<file path="src/rtl/idle_redirect_pkg.sv">
package idle_redirect_pkg;

   // Idle-state codes delivered on the converted request
   localparam int unsigned CODE_C3 = 3;
   localparam int unsigned CODE_C6 = 6;

   // Lowest idle level that has a register in the window
   localparam int unsigned FIRST_LEVEL = 2;

   // Map an idle level number to the state code it requests
   function automatic int unsigned level_code(input int unsigned lvl);
      return (lvl == FIRST_LEVEL) ? CODE_C3 : CODE_C6;
   endfunction

endpackage

</file>
<file path="src/rtl/idle_addr_decode.sv">
module idle_addr_decode #(
   parameter int unsigned AW        = 16,
   parameter int unsigned STW       = 4,
   parameter int unsigned NLVL      = 2,
   parameter int unsigned FIRST_OFF = 4
) (
   input  logic [AW-1:0]  addr,
   input  logic [AW-1:0]  base,
   input  logic [1:0]     range_top,
   input  logic           en,
   input  logic           armed,
   output logic           hit,
   output logic [STW-1:0] hit_state
);
   import idle_redirect_pkg::*;

   if (NLVL < 1 || NLVL > 2) begin : g_bad_nlvl
      $error("idle_addr_decode: NLVL must be 1 or 2");
   end
   if (STW < 3) begin : g_bad_stw
      $error("idle_addr_decode: STW too narrow for state codes");
   end

   logic [NLVL-1:0] lvl_hit;
   logic [STW-1:0]  lvl_code [NLVL];

   for (genvar i = 0; i < NLVL; i++) begin : g_lvl
      localparam int unsigned LEVEL = FIRST_LEVEL + i;
      localparam logic [AW-1:0] OFFS = AW'(FIRST_OFF + i);
      logic addr_eq;
      logic in_range;
      assign addr_eq     = (addr == (base + OFFS));
      assign in_range    = (int'(range_top) >= int'(LEVEL));
      assign lvl_hit[i]  = addr_eq && in_range;
      assign lvl_code[i] = STW'(level_code(LEVEL));
   end

   logic           any_hit;
   logic [STW-1:0] sel_code;

   always_comb begin
      any_hit  = 1'b0;
      sel_code = '0;
      for (int k = 0; k < NLVL; k++) begin
         if (lvl_hit[k]) begin
            any_hit  = 1'b1;
            sel_code = lvl_code[k];
         end
      end
   end

   assign hit       = en && armed && any_hit;
   assign hit_state = sel_code;

endmodule

</file>
<file path="src/rtl/idle_req_gen.sv">
module idle_req_gen #(
   parameter int unsigned STW  = 4,
   parameter int unsigned SUBW = 4
) (
   input  logic            clk,
   input  logic            rst_n,
   input  logic            fire,
   input  logic [STW-1:0]  fire_state,
   output logic            req_valid,
   output logic [STW-1:0]  req_state,
   output logic [SUBW-1:0] req_sub,
   output logic            req_brk
);

   if (SUBW < 1) begin : g_bad_subw
      $error("idle_req_gen: SUBW must be at least 1");
   end

   always_ff @(posedge clk or negedge rst_n) begin
      if (!rst_n) begin
         req_valid <= 1'b0;
         req_state <= '0;
         req_brk   <= 1'b0;
      end else begin
         req_valid <= fire;
         req_brk   <= fire;
         if (fire) begin
            req_state <= fire_state;
         end
      end
   end

   // Legacy reads cannot express a substate
   assign req_sub = '0;

endmodule

</file>
<file path="src/rtl/io_pass_hold.sv">
module io_pass_hold #(
   parameter int unsigned AW = 16
) (
   input  logic          clk,
   input  logic          rst_n,
   input  logic          load,
   input  logic [AW-1:0] load_addr,
   input  logic          bus_ready,
   output logic          bus_valid,
   output logic [AW-1:0] bus_addr
);

   always_ff @(posedge clk or negedge rst_n) begin
      if (!rst_n) begin
         bus_valid <= 1'b0;
         bus_addr  <= '0;
      end else if (load) begin
         bus_valid <= 1'b1;
         bus_addr  <= load_addr;
      end else if (bus_ready) begin
         bus_valid <= 1'b0;
      end
   end

endmodule

</file>
<file path="src/rtl/idle_redirect.sv">
module idle_redirect #(
   parameter int unsigned AW        = 16,
   parameter int unsigned STW       = 4,
   parameter int unsigned SUBW      = 4,
   parameter int unsigned NLVL      = 2,
   parameter int unsigned FIRST_OFF = 4
) (
   input  logic            clk,
   input  logic            rst_n,
   input  logic            redir_en,
   input  logic            mon_armed,
   input  logic [AW-1:0]   win_base,
   input  logic [1:0]      range_top,
   input  logic            rd_valid,
   input  logic [AW-1:0]   rd_addr,
   output logic            req_ready,
   output logic            io_valid,
   output logic [AW-1:0]   io_addr,
   input  logic            io_ready,
   output logic            idle_valid,
   output logic [STW-1:0]  idle_state,
   output logic [SUBW-1:0] idle_sub,
   output logic            idle_brk
);

   if (AW < 4) begin : g_bad_aw
      $error("idle_redirect: AW must be at least 4");
   end

   logic           accept;
   logic           trap;
   logic [STW-1:0] trap_state;

   assign req_ready = !io_valid;
   assign accept    = rd_valid && req_ready;

   idle_addr_decode #(
      .AW(AW), .STW(STW), .NLVL(NLVL), .FIRST_OFF(FIRST_OFF)
   ) u_dec (
      .addr(rd_addr), .base(win_base), .range_top(range_top),
      .en(redir_en), .armed(mon_armed),
      .hit(trap), .hit_state(trap_state)
   );

   idle_req_gen #(
      .STW(STW), .SUBW(SUBW)
   ) u_gen (
      .clk(clk), .rst_n(rst_n),
      .fire(accept && trap), .fire_state(trap_state),
      .req_valid(idle_valid), .req_state(idle_state),
      .req_sub(idle_sub), .req_brk(idle_brk)
   );

   io_pass_hold #(
      .AW(AW)
   ) u_pass (
      .clk(clk), .rst_n(rst_n),
      .load(accept && !trap), .load_addr(rd_addr),
      .bus_ready(io_ready),
      .bus_valid(io_valid), .bus_addr(io_addr)
   );

endmodule

</file>
<file path="config.mk">
export PLATFORM = sky130hd
export DESIGN_NAME = idle_redirect
export DESIGN_NICKNAME = d
export VERILOG_FILES = /design/src/rtl/idle_redirect_pkg.sv /design/src/rtl/idle_addr_decode.sv /design/src/rtl/idle_req_gen.sv /design/src/rtl/io_pass_hold.sv /design/src/rtl/idle_redirect.sv
export SDC_FILE = /design/constraint.sdc
export NUM_CORES = 1
export LEC_CHECK = 0
export BUFFER_PORTS_ARGS = -buffer_cell sky130_fd_sc_hd__clkbuf_2
export CORE_UTILIZATION = 30
export CTS_BUF_LIST = sky130_fd_sc_hd__clkbuf_4
export DETAILED_ROUTE_END_ITERATION = 10
export GPL_TIMING_DRIVEN = 0
export PLACE_DENSITY_LB_ADDON = 0.1
export RECOVER_POWER = 50
export SYNTH_ARGS = -nofsm -noshare
export SYNTH_HDL_FRONTEND = slang
export SYNTH_SLANG_ARGS = --single-unit
</file>
<file path="constraint.sdc">
create_clock -name clk -period 3.15 [get_ports clk]
set_input_delay 0.63 -clock clk [delete_from_list [all_inputs] [get_ports clk]]
set_output_delay 0.63 -clock clk [all_outputs]
set_load 0.03 [all_outputs]
</file>
## Word level (Yosys, flattened, before mapping)

Cells that the tools add are included.

- Memories kept: 0
- RAM bits: 0
- Bits in read-only memories: 0
- Bits in latches: 0
- Output and inout bits: 28
- Register bits after elaboration: 22
- Logic and storage cells: 26

- Mux-type cells: 6
- Eq/ne operators: 2
- Shift-type cells: 0
- Multiply operators: 0
- $lt $le $gt $ge: 2
- Div/mod/pow operators: 0
- Reduce and logical (&&, ||, !) cells: 10
- Bitwise gates (word level): 0
- Add/subtract/negate cells: 2

Operators with widths:

| operator | count |
|---|---|
| $add 16x3->16 const B | 2 |
| $eq 16x16->1 | 2 |
| $logic_and 1x1->1 | 7 |
| $ge 2x2->1 const B | 2 |
| $mux 1 | 4 |
| $mux 3 | 1 |
| $logic_not 1->1 | 2 |
| $mux 2 | 1 |
| $reduce_bool 2->1 | 1 |

## Longest topological paths before layout

Gate-level depths: netlist (run 1).

- Depth after elaboration: 9
- Gate-level depth with buffers: 12
- Depth with buffers taken out: 9

## Modules after synthesis

A second synthesis (run 1) with hierarchy kept.

- Cell total of the unflattened synthesis: 186
- Area, all modules: 1889.3 sq um

Modules (own cells, without submodules):

| module | cells an instance | instances | area each (sq um) |
|---|---|---|---|
| idle_addr_decode | 131 | 1 | 974.7 |
| io_pass_hold | 37 | 1 | 683.2 |
| idle_req_gen | 15 | 1 | 211.5 |
| idle_redirect | 3 | 1 | 20.0 |

## Worst setup path after synthesis (run 1)

OpenSTA, ideal clock, no wires.

- Path kind: input -> register
- Start: input win_base[2]
- End: register u_pass.bus_addr[15]
- Arrival time: 2.805 ns
- Cell stages on the path: 12
- Slack: 0.220 ns
- Path buffers: 3
- Cells stage by stage: buf_2 inv_1 ha_1 xnor2_1 nor4_1 o211ai_1 a2111oi_4 a41o_1 a31o_1 buf_6 buf_12 mux2_4

- Word-level cells in the longest chain between the ends: 8
- Elaborated cells between the ends (all ways): 11

RTL lines:

| item | line | RTL |
|---|---|---|
| from (decl) | idle_redirect.sv:12 | `input logic [AW-1:0] win_base,` |
| $add 16x3->16 | idle_addr_decode.sv:32 | `assign addr_eq = (addr == (base + OFFS));` |
| $eq 16x16->1 | idle_addr_decode.sv:32 |  |
| $logic_and 1x1->1 | idle_addr_decode.sv:34 | `assign lvl_hit[i] = addr_eq && in_range;` |
| $mux 1 | idle_addr_decode.sv:45 | `if (lvl_hit[k]) begin` |
| $mux 1 * | idle_addr_decode.sv:45 |  |
| $logic_and 1x1->1 * | idle_addr_decode.sv:52 | `assign hit = en && armed && any_hit;` |
| $logic_not 1->1 * | idle_redirect.sv:58 | `.load(accept && !trap), .load_addr(rd_addr),` |
| $logic_and 1x1->1 * | idle_redirect.sv:58 |  |
| to (signal assigned) | io_pass_hold.sv:19 | `bus_addr <= load_addr;` |
| to (decl) | io_pass_hold.sv:10 | `output logic [AW-1:0] bus_addr` |

Mark *: on every way between the ends. The rest lies on a longest branch, timed or not.
A chain may end at the register's enable or synchronous reset.

## Worst setup path in the final report (run 1)

- Start: input win_base[2]
- End: register u_pass.bus_addr[6]

The elaborated chain is that of the path after synthesis.

==> results by group, run 1 <==
Floorplanning
  • Die Y: 81.4 microns
  • Die area: 6630 sq um
  • Io pins: 68
  • Core area: 5990 sq um
  • Starting density of the core: 31.6%
  • Die span in x: 81.4 microns
  • Floorplan row count: 28

Final layout
  • Util after Layout: 38.7%
  • FILL cells: 637
  • Cell area after layout: 2320 sq um
  • Diodes inserted: 0
  • Layout cell share with drive strength beyond 1: 35.0%
  • Fin nets: 310
  • Syn-to-layout area delta: 22.6%

Timing
  • Fin crit share: 93.5%
  • Slew @ Worst Pin: 1.24 ns
  • Final Critical Period: 2.94 ns
  • Final Hold Fails: 0
  • Max_slew headroom: 17.4%
  • Unrepaired setup endpoints after global routing: no
  • Setup TNS: 0 ns
  • Final setup violation count: 0
  • WHS: 0.461 ns
  • Highest clock rate: 0.340 GHz
  • Clock skew: 0.0121 ns
  • Slew Viols, Final: 0

Pwr
  • Leak pwr: 1.06 nW
  • Power Density: 392 nW/um^2
  • Peak VDD IR: 0.000192 V

Drt
  • Detailed Route Iter0 Violations: 45
  • Avg WL per Cell: 14.7 microns
  • Post-Route WL: 5030 microns
  • Remaining antenna violation count: 0
  • Vias per cell: 5.06
  • Router iterations before antenna repair: 4
  • Via Count: 1725
  • Post-route DRC violation count: 0

Worst setup path
  • CP endpoint kind: register
  • CP arrival: 3.15 ns
  • Worst Path Required: 3.36 ns
  • Largest stage delay on the critical path: 0.38 ns
  • Slowest cell on crit path: a2111oi_4
  • CP Max Fanout: 10
  • Largest delay share family, worst path: compound AO/OA/AOI/OAI gates
  • Critical-path cell list: clkbuf_2 -> buf_2 -> inv_1 -> ha_1 -> xnor2_1 -> nor4_2 -> o211ai_1 -> a2111oi_4 -> a41o_1 -> a31o_1 -> buf_6 -> buf_12 -> mux2_4
  • CP bufs+invs: 5
  • WS Path Type: primary input to register
  • Startpoint types: primary input

CTS
  • Clk_lat worst skew: 0.32 ns
  • TritonCTS clock tree: yes
  • Hold bufs inserted after CTS: 0
  • H-tree depth: 1
  • Post-CTS Setup Bufs: 0
  • Longest Clk Path Bufs: 2
  • Clk root buf: clkbuf_4
  • CTS sink cnt: 21
  • CTS buffer count: 3
  • Clock edge transition at the registers on the reported setup and hold paths: 0.14 ns

Synth
  • Largest area contributor in the netlist: dfrtp_1
  • Flops & latches, synth: 21
  • Commonest cells in the netlist: dfrtp_1 (21), xnor2_1 (15), nand2_1 (13)
  • Synth Cell Area: 1890 sq um
  • Most frequent cell after synthesis: dfrtp_1
  • Register area share after synthesis: 27.8%
  • Synth warn: 0
  • Share of the synthesized area in the top cell type: 27.8%
  • Ys flop type: dfrtp_1
  • Cells after Synth: 198
  • Async SR Flop Fraction: 100%
  • Number of synthesized flops with an enable pin: 0
  • Area contributors post-synth: dfrtp_1 (28%), mux2_4 (7.1%), xnor2_1 (6.9%), mux2_2 (4.8%), xor2_1 (4.6%)
  • Library cells used by synthesis: 55
  • Avg Cell Area, Syn: 9.56 sq um

Global routing
  • GRT Total Usage: 15.8%
  • Number of global-route vias before repair: 1533
  • Grt ovf: 0
  • Antenna violations before repair: 0
  • First-pass GRT wire length: 7820 microns
  • Largest net degree at the start of global routing: 22

Place
  • HPWL after DPL: 4030 microns
  • I/O Buffers: 60
  • Placer congestion estimate: 0.800
  • Placed Area: 2300 sq um

Run status
  • Status: complete, no violations

Hold path
  • Worst min path class: primary input to register

Run
  • Max cap viols: 0
==> routing by layer <==
metal	vias up	share of wire, %	track usage (%)
met3	2	3.8	1.78
met1	820	49	22.4
met2	35	46	25.1
met5	-	0	0
li1	868	-	-
met4	0	0.46	4.29
==> stage by stage <==
step,power (mW),setup slack (ns),std cells
after global routing,0.979,0.0198,341
after global placement,0.779,-0.326,337
after CTS,0.932,0.0451,341
final,0.910,0.205,341
after floorplan,0.647,0.220,202
after detailed placement,0.782,-0.316,337
==> worst paths after layout <==
| path | start | end | slack [ns] | cells past startpoint |
|---|---|---|---|---|
| min reg2reg | u_gen.req_state[1] | u_gen.req_state[1] | 0.49 | 1 |
| max | win_base[2] | u_pass.bus_addr[6] | 0.21 | 13 |
| min in group asynchronous | rst_n | u_pass.bus_addr[13] | 0.54 | 1 |
| min | io_ready | u_pass.bus_valid | 0.46 | 2 |
| max reg2reg | u_pass.bus_valid | u_pass.bus_addr[6] | 1.46 | 7 |
| max in group asynchronous | rst_n | u_pass.bus_addr[3] | 1.88 | 1 |
==> repair_timing <==
| item | 4_1_cts | 5_1_grt |
|---|---|---|
| gates resized for setup | 0 | 1 |
| endpoints found under the hold margin | 0 | 0 |
| endpoints found under the setup margin | 0 | 17 |
==> layout by cell type (no fill, tap or decap), types with 3 or more instances in the layout <==
cell / count
nand3_1: 8
and4_2: 3
inv_1: 7
clkbuf_4: 3
ha_1: 3
mux2_4: 9
xor2_1: 10
mux2_2: 8
nor3_1: 3
buf_6: 3
dfrtp_1: 21
clkbuf_2: 48
nand4_1: 4
xnor2_1: 15
o21ai_0: 8
a21oi_1: 6
and3_1: 3
nor2_1: 8
clkbuf_1: 12
nand2_1: 13
a211oi_1: 6
and4_1: 4
conb_1: 5
buf_4: 7
==> state kept, by name, summed over array words and instances, names as in the netlist <==
name              count
u_pass.bus_addr      16
u_gen.req_state       3
u_gen.req_valid       1
u_pass.bus_valid      1
==> cell families (layout without fill, tap and decap cells) <==
group / after synthesis / count (layout) / share of synthesized area (%)
AND/OR/NAND/NOR: 62 / 62 / 18.7
AO/OA/AOI/OAI: 47 / 47 / 19.1
XOR/XNOR: 25 / 25 / 11.6
flip-flops: 21 / 21 / 27.8
buffers and inverters: 21 / 85 / 8.26
multiplexers: 18 / 18 / 12.4
adder cells (fa/ha/maj): 3 / 3 / 1.98
other: 1 / 5 / 0.198
==> report_power, final <==
group	switching [mW]	internal (mW)	leakage [nW]	total (mW)
Clock	0.0945	0.0474	0.0177	0.142
Sequential	0.0234	0.317	0.250	0.340
Combinational	0.261	0.167	0.790	0.428
==> area by class of cell <==
| class | instances | area [sq um] | area share (%) |
|---|---|---|---|
| repair buffers | 60 | 285 | 12.3 |
| plain buffers | 14 | 130 | 5.61 |
| flip-flops and latches | 21 | 526 | 22.6 |
| clock inverters | 1 | 5.00 | 0.216 |
| well taps | 75 | 93.8 | 4.04 |
| clock buffers | 3 | 22.5 | 0.970 |
| multi-input cells | 160 | 1230 | 53.1 |
| inverters | 7 | 26.3 | 1.13 |
Power figures use the tool's default switching activity.
==> inputs of run 2 (changes only) <==
- PLACE_DENSITY: unset -> 0.6
- PLACE_DENSITY_LB_ADDON: 0.1 -> unset
==> run 2 against run 1 <==
Compared with the run above:
- fmax shrank 0.99%
- clock power rose by 5%
- via count grew 3.9%
- final cell count did not move
- setup slack lost 0.029 ns
- non-clock buffer count unchanged
- die area unchanged
- sequential power is essentially flat
- combinational power hardly changed
- clock skew fell by 0.0058 ns
- clock-buffer cell count increased by 1
==> results by group, run 2 (synthesis results as in run 1) <==
Pwr
  • Power Total: 0.918 mW (+0.85%)
  • Peak VDD IR: 0.000191 V (-0.88%)
  • Leak pwr: 1.06 nW (about the same)
  • Power Density: 395 nW/um^2 (+0.75%)

Global routing
  • Grt ovf: 0 (unchanged)
  • First-pass GRT wire length: 7940 microns (+1.5%)
  • Grt peak-use layer: met2
  • Met3 GRT Util: 3.22% (+1.4 points)
  • Met2 usage: 26.6% (+1.5 points)
  • Number of global-route vias before repair: 1682 (+9.7%)
  • Largest net degree at the start of global routing: 22 (unchanged)
  • Antenna violations before repair: 0 (unchanged)
  • M1 GR Usage: 20.4% (-2.0 points)
  • GRT Total Usage: 15.7% (-0.11 points)

Run status
  • Status: complete, no violations

Final layout
  • Most common cell after layout, fill and taps aside: clkbuf_2
  • Largest regs: u_pass.bus_addr (16), u_gen.req_state (3)
  • Sequential cell area: 526 sq um (unchanged)
  • Cell area after layout: 2320 sq um (+0.11%)
  • Area of the multi-input gates: 1230 sq um (unchanged)
  • Syn-to-layout area delta: 22.7%
  • Most flop-heavy register: u_pass.bus_addr
  • Commonest non-fill, non-tap cells in the layout: clkbuf_2 (48), dfrtp_1 (21), xnor2_1 (15)
  • FILL cells: 639 (+0.31%)
  • Layout cell share with drive strength beyond 1: 35.0% (unchanged)
  • Diodes inserted: 0 (unchanged)
  • Largest register FFs: 16 (unchanged)
  • Fin nets: 310 (unchanged)

Worst setup path
  • WS Path Type: primary input to register
  • CP Max Fanout: 10 (unchanged)
  • CP endpoint kind: register
  • Worst Path Required: 3.36 ns (about the same)
  • Startpoint types: primary input
  • Reg-to-reg setup timing slack: 1.47 ns (about the same)
  • CP arrival: 3.19 ns (+0.04 ns)

Floorplanning
  • Die span in x: 81.4 microns (unchanged)
  • Starting density of the core: 31.6% (unchanged)
  • Die Y: 81.4 microns (unchanged)
  • Core area: 5990 sq um (unchanged)
  • Die area: 6630 sq um (unchanged)
  • Io pins: 68 (unchanged)
  • Floorplan row count: 28 (unchanged)

Timing
  • Highest clock rate: 0.336 GHz (-0.99%)
  • Slew @ Worst Pin: 1.24 ns (-0.00180 ns)
  • Final Critical Period: 2.97 ns (+0.0295 ns)
  • Clock skew: 0.00625 ns (-0.00580 ns)
  • Setup TNS: 0 ns (unchanged)
  • Fin crit share: 94.4% (+0.94 points)
  • Slew Viols, Final: 0 (unchanged)
  • Max_slew headroom: 17.6% (+0.12 points)
  • Final Hold Fails: 0 (unchanged)
  • Final setup violation count: 0 (unchanged)

Place
  • I/O Buffers: 60 (unchanged)
  • Placed Area: 2300 sq um (unchanged)
  • Placer congestion estimate: 0.886 (+11%)
  • HPWL after DPL: 4050 microns (+0.60%)

CTS
  • Clock edge transition at the registers on the reported setup and hold paths: 0.13 ns (about the same)
  • H-tree depth: 1 (unchanged)
  • CTS sink cnt: 21 (unchanged)
  • Clk_lat worst skew: 0.31 ns (about the same)
  • Longest Clk Path Bufs: 2 (unchanged)
  • TritonCTS clock tree: yes
  • Clk root buf: clkbuf_4
  • CTS buffer count: 3 (unchanged)

Drt
  • Via Count: 1792 (+3.9%)
  • Remaining antenna violation count: 0 (unchanged)
  • Post-Route WL: 4990 microns (-0.70%)
  • Router iterations before antenna repair: 4 (unchanged)
  • Post-route DRC violation count: 0 (unchanged)
  • Avg WL per Cell: 14.6 microns (-0.70%)
  • Detailed Route Iter0 Violations: 65 (+44%)
  • Vias per cell: 5.26 (+3.9%)

Run
  • Max cap viols: 0 (unchanged)

Hold path
  • Worst min path class: primary input to register
## run 2: cell count changes in the layout (fill, tap and decap cells not counted)
| cell | change |
|---|---|
| clkbuf_4 | +1 |
| clkinv_2 | -1 |
## run 2: repair_timing
| item | in CTS | in global routing |
|---|---|---|
| setup endpoints to repair | 0 | 9 |
| hold buffers | 0 | 0 |
| resized for setup | 0 | 1 |
| buffers inserted | 0 | 0 |
## run 2: final cells by class
type / count / area share [%]
buffer: 14 / 5.60
multi-input combinational: 160 / 53.0
sequential: 21 / 22.6
tap: 75 / 4.04
inverter: 7 / 1.13
timing repair buffer: 60 / 12.3
clock buffer: 4 / 1.29
## run 2: per-layer routing
| metal | vias up | wire length, microns |
|---|---|---|
| li1 | 874 | - |
| met4 | 0 | 61 |
| met5 | - | 0 |
| met1 | 839 | 2230 |
| met3 | 6 | 439 |
| met2 | 73 | 2270 |
## run 2: final timing paths
path	start	end	depth (start not counted)
max	win_base[2]	u_pass.bus_addr[3]	13
min	io_ready	u_pass.bus_valid	2
max reg2reg	u_pass.bus_valid	u_pass.bus_addr[3]	7
min reg2reg	u_gen.req_state[1]	u_gen.req_state[1]	1
max in group asynchronous	rst_n	u_pass.bus_addr[11]	1
min in group asynchronous	rst_n	u_pass.bus_addr[12]	1
## run 2: report_power, final
part	total, mW	internal [mW]	switching, mW
Sequential	0.343	0.317	0.0259
Clock	0.149	0.0581	0.0906
Combinational	0.426	0.167	0.259
Total	0.918	0.543	0.376
## run 2: critical path, stage by stage
cell and delay [ns]:
clkbuf_2 0.09, buf_2 0.17, inv_1 0.06, ha_1 0.30, xnor2_1 0.15, nor4_2 0.26, o211ai_1 0.20, a2111oi_4 0.40
a41o_1 0.22, a31o_1 0.11, buf_6 0.15, buf_12 0.15, mux2_4 0.30
## run 2: per-stage QoR
step | setup slack, ns | utilization (%) | hold slack, ns | std cells
2_1_floorplan | 0.220 | - | 0.334 | 202
3_3_place_gp | -0.206 | 38.4 | 0.462 | 337
3_5_place_dp | -0.241 | 38.4 | 0.457 | 337
4_1_cts | 0.0983 | 38.9 | 0.298 | 341
5_1_grt | -0.0400 | 38.8 | 0.483 | 341
6_report | 0.176 | 38.8 | 0.469 | 341
==> inputs of run 3 (changes only) <==
- CORE_UTILIZATION: 30 -> 41
- PLACE_DENSITY: 0.6 -> 0.75
==> run 3 against run 2 <==
Compared with the run above:
- sequential power about the same
- non-clock buffer count unchanged
- clock skew down 0.0045 ns
- hold slack better by 0.017 ns
- setup slack better by 0.0097 ns
- first-iteration DRC count up 40%
- global-route usage up 3.8 points
- clock-buffer cell count down 1
- sequential cell count unchanged
- clock power down 15%
- register-to-register slack about the same
- sequential share of layout area up 0.31 points
==> results by group, run 3 (synthesis results as in run 1) <==
Floorplanning
  • Floorplan row count: 24 (-14%)
  • Io pins: 68 (unchanged)
  • Die span in x: 70.0 microns (-14%)
  • Starting density of the core: 43.2% (+12 points)
  • Die area: 4890 sq um (-26%)
  • Die Y: 70.0 microns (-14%)
  • Core area: 4380 sq um (-27%)

Final layout
  • Most flop-heavy register: u_pass.bus_addr
  • Most common cell after layout, fill and taps aside: clkbuf_2
  • Syn-to-layout area delta: 21.1%
  • Non-filler cells in the finished layout: 318 (-6.7%)
  • Fin nets: 310 (unchanged)
  • Commonest non-fill, non-tap cells in the layout: clkbuf_2 (48), dfrtp_1 (21), xnor2_1 (15)
  • Largest regs: u_pass.bus_addr (16), u_gen.req_state (3)
  • Diodes inserted: 0 (unchanged)
  • Layout cell share with drive strength beyond 1: 35.0% (unchanged)
  • Largest register FFs: 16 (unchanged)

Timing
  • Max_slew headroom: 27.1% (+9.5 points)
  • Clock skew: 0.00180 ns (-0.00445 ns)
  • Fin crit share: 94.1% (-0.31 points)
  • Final Critical Period: 2.96 ns (-0.00968 ns)
  • Setup TNS: 0 ns (unchanged)
  • WHS: 0.486 ns (+0.0174 ns)
  • Highest clock rate: 0.337 GHz (+0.33%)
  • Final setup violation count: 0 (unchanged)
  • Final Hold Fails: 0 (unchanged)
  • Unrepaired setup endpoints after global routing: no
  • Slew Viols, Final: 0 (unchanged)
  • Slew @ Worst Pin: 1.09 ns (-0.143 ns)

CTS
  • TritonCTS clock tree: yes
  • Clk root buf: clkbuf_4
  • Clk_lat worst skew: 0.30 ns (about the same)
  • H-tree depth: 1 (unchanged)
  • Clock edge transition at the registers on the reported setup and hold paths: 0.11 ns (-0.02 ns)
  • CTS sink cnt: 21 (unchanged)
  • Post-CTS Setup Bufs: 0 (unchanged)
  • Hold bufs inserted after CTS: 0 (unchanged)
  • Longest Clk Path Bufs: 2 (unchanged)
  • # resized after CTS: 0 (unchanged)
  • CTS buffer count: 3 (unchanged)

Place
  • Placer congestion estimate: 0.883 (-0.34%)
  • HPWL after DPL: 3770 microns (-6.9%)
  • I/O Buffers: 60 (unchanged)
  • Placed Instances: 314 (-6.8%)

Drt
  • Remaining antenna violation count: 0 (unchanged)
  • Post-route DRC violation count: 0 (unchanged)
  • Vias per cell: 5.53 (+5.3%)
  • Post-Route WL: 4610 microns (-7.6%)
  • Avg WL per Cell: 14.5 microns (-0.91%)
  • Router iterations before antenna repair: 4 (unchanged)
  • Detailed Route Iter0 Violations: 91 (+40%)
  • Via Count: 1759 (-1.8%)

Pwr
  • Peak VDD IR: 0.000369 V (+94%)
  • Leak pwr: 1.06 nW (+0.12%)
  • Power Density: 390 nW/um^2 (-1.3%)

Worst setup path
  • CP endpoint kind: register
  • Worst Path Required: 3.35 ns (about the same)
  • CP Max Fanout: 10 (unchanged)
  • CP arrival: 3.16 ns (-0.03 ns)
  • WS Path Type: primary input to register
  • Startpoint types: primary input

Run status
  • Status: complete, no violations

Global routing
  • Antenna violations before repair: 0 (unchanged)
  • Number of global-route vias before repair: 1588 (-5.6%)
  • Largest net degree at the start of global routing: 22 (unchanged)
  • Grt ovf: 0 (unchanged)
  • First-pass GRT wire length: 7690 microns (-3.1%)
  • GRT Total Usage: 19.4% (+3.8 points)

Run
  • Max cap viols: 0 (unchanged)

Hold path
  • Worst min path class: register to register
-- run 3: cell count changes in the layout (fill, tap and decap cells not counted) --
cell,previous run,this run
clkinv_2,0,1
clkbuf_4,4,3
-- run 3: report_power, final --
part	total, mW	switching (mW)	internal, mW
registers	0.342	0.0251	0.317
clock network	0.127	0.0802	0.0473
logic	0.424	0.259	0.165
total	0.894	0.364	0.530
-- run 3: final timing paths --
check / start / endpoint / slack [ns] / cells past startpoint
worst max register to register: u_pass.bus_valid / u_pass.bus_addr[7] / 1.46 / 7
max in group asynchronous: rst_n / u_pass.bus_addr[10] / 2.00 / 1
worst max-delay path: win_base[2] / u_pass.bus_addr[7] / 0.19 / 13
worst min register to register: u_gen.req_state[1] / u_gen.req_state[1] / 0.49 / 1
worst min-delay path: u_gen.req_state[1] / u_gen.req_state[1] / 0.49 / 1
min in group asynchronous: rst_n / u_pass.bus_addr[6] / 0.50 / 1
-- run 3: cell type report --
class / count / area [sq um]
fill: 414 / 2090
multi-input combinational: 160 / 1230
sequential: 21 / 526
timing repair buffer: 60 / 285
buffer: 14 / 130
tap: 52 / 65.1
inverter: 7 / 26.3
clock buffer: 3 / 22.5
clock inverter: 1 / 5.00
-- run 3: through the flow --
stage	worst slack (ns)	utilization [%]	total power, mW	cell area, sq um
floorplan	0.220	-	0.647	1910
global placement	-0.238	51.9	0.771	2270
detailed placement	-0.225	51.9	0.777	2270
CTS	0.0880	52.5	0.905	2300
global route	0.0282	52.3	0.953	2290
finish	0.185	52.3	0.894	2290
-- run 3: layer usage --
metal  wire length [microns]  up-vias  GRT usage (%)  share of wire (%)
li1                        -      872              -                  -
met1                    2100      820           27.5                 46
met2                    2210       65           31.6                 48
met3                     283        2           4.04                6.1
met4                      17        0           1.78               0.37
met5                       0        -              0                  0
-- run 3: critical path, stage by stage --
cell	delay (ns)
clkbuf_2	0.09
buf_2	0.17
inv_1	0.06
ha_1	0.30
xnor2_1	0.15
nor4_2	0.26
o211ai_1	0.20
a2111oi_4	0.38
a41o_1	0.21
a31o_1	0.11
buf_6	0.15
buf_12	0.15
mux2_4	0.30
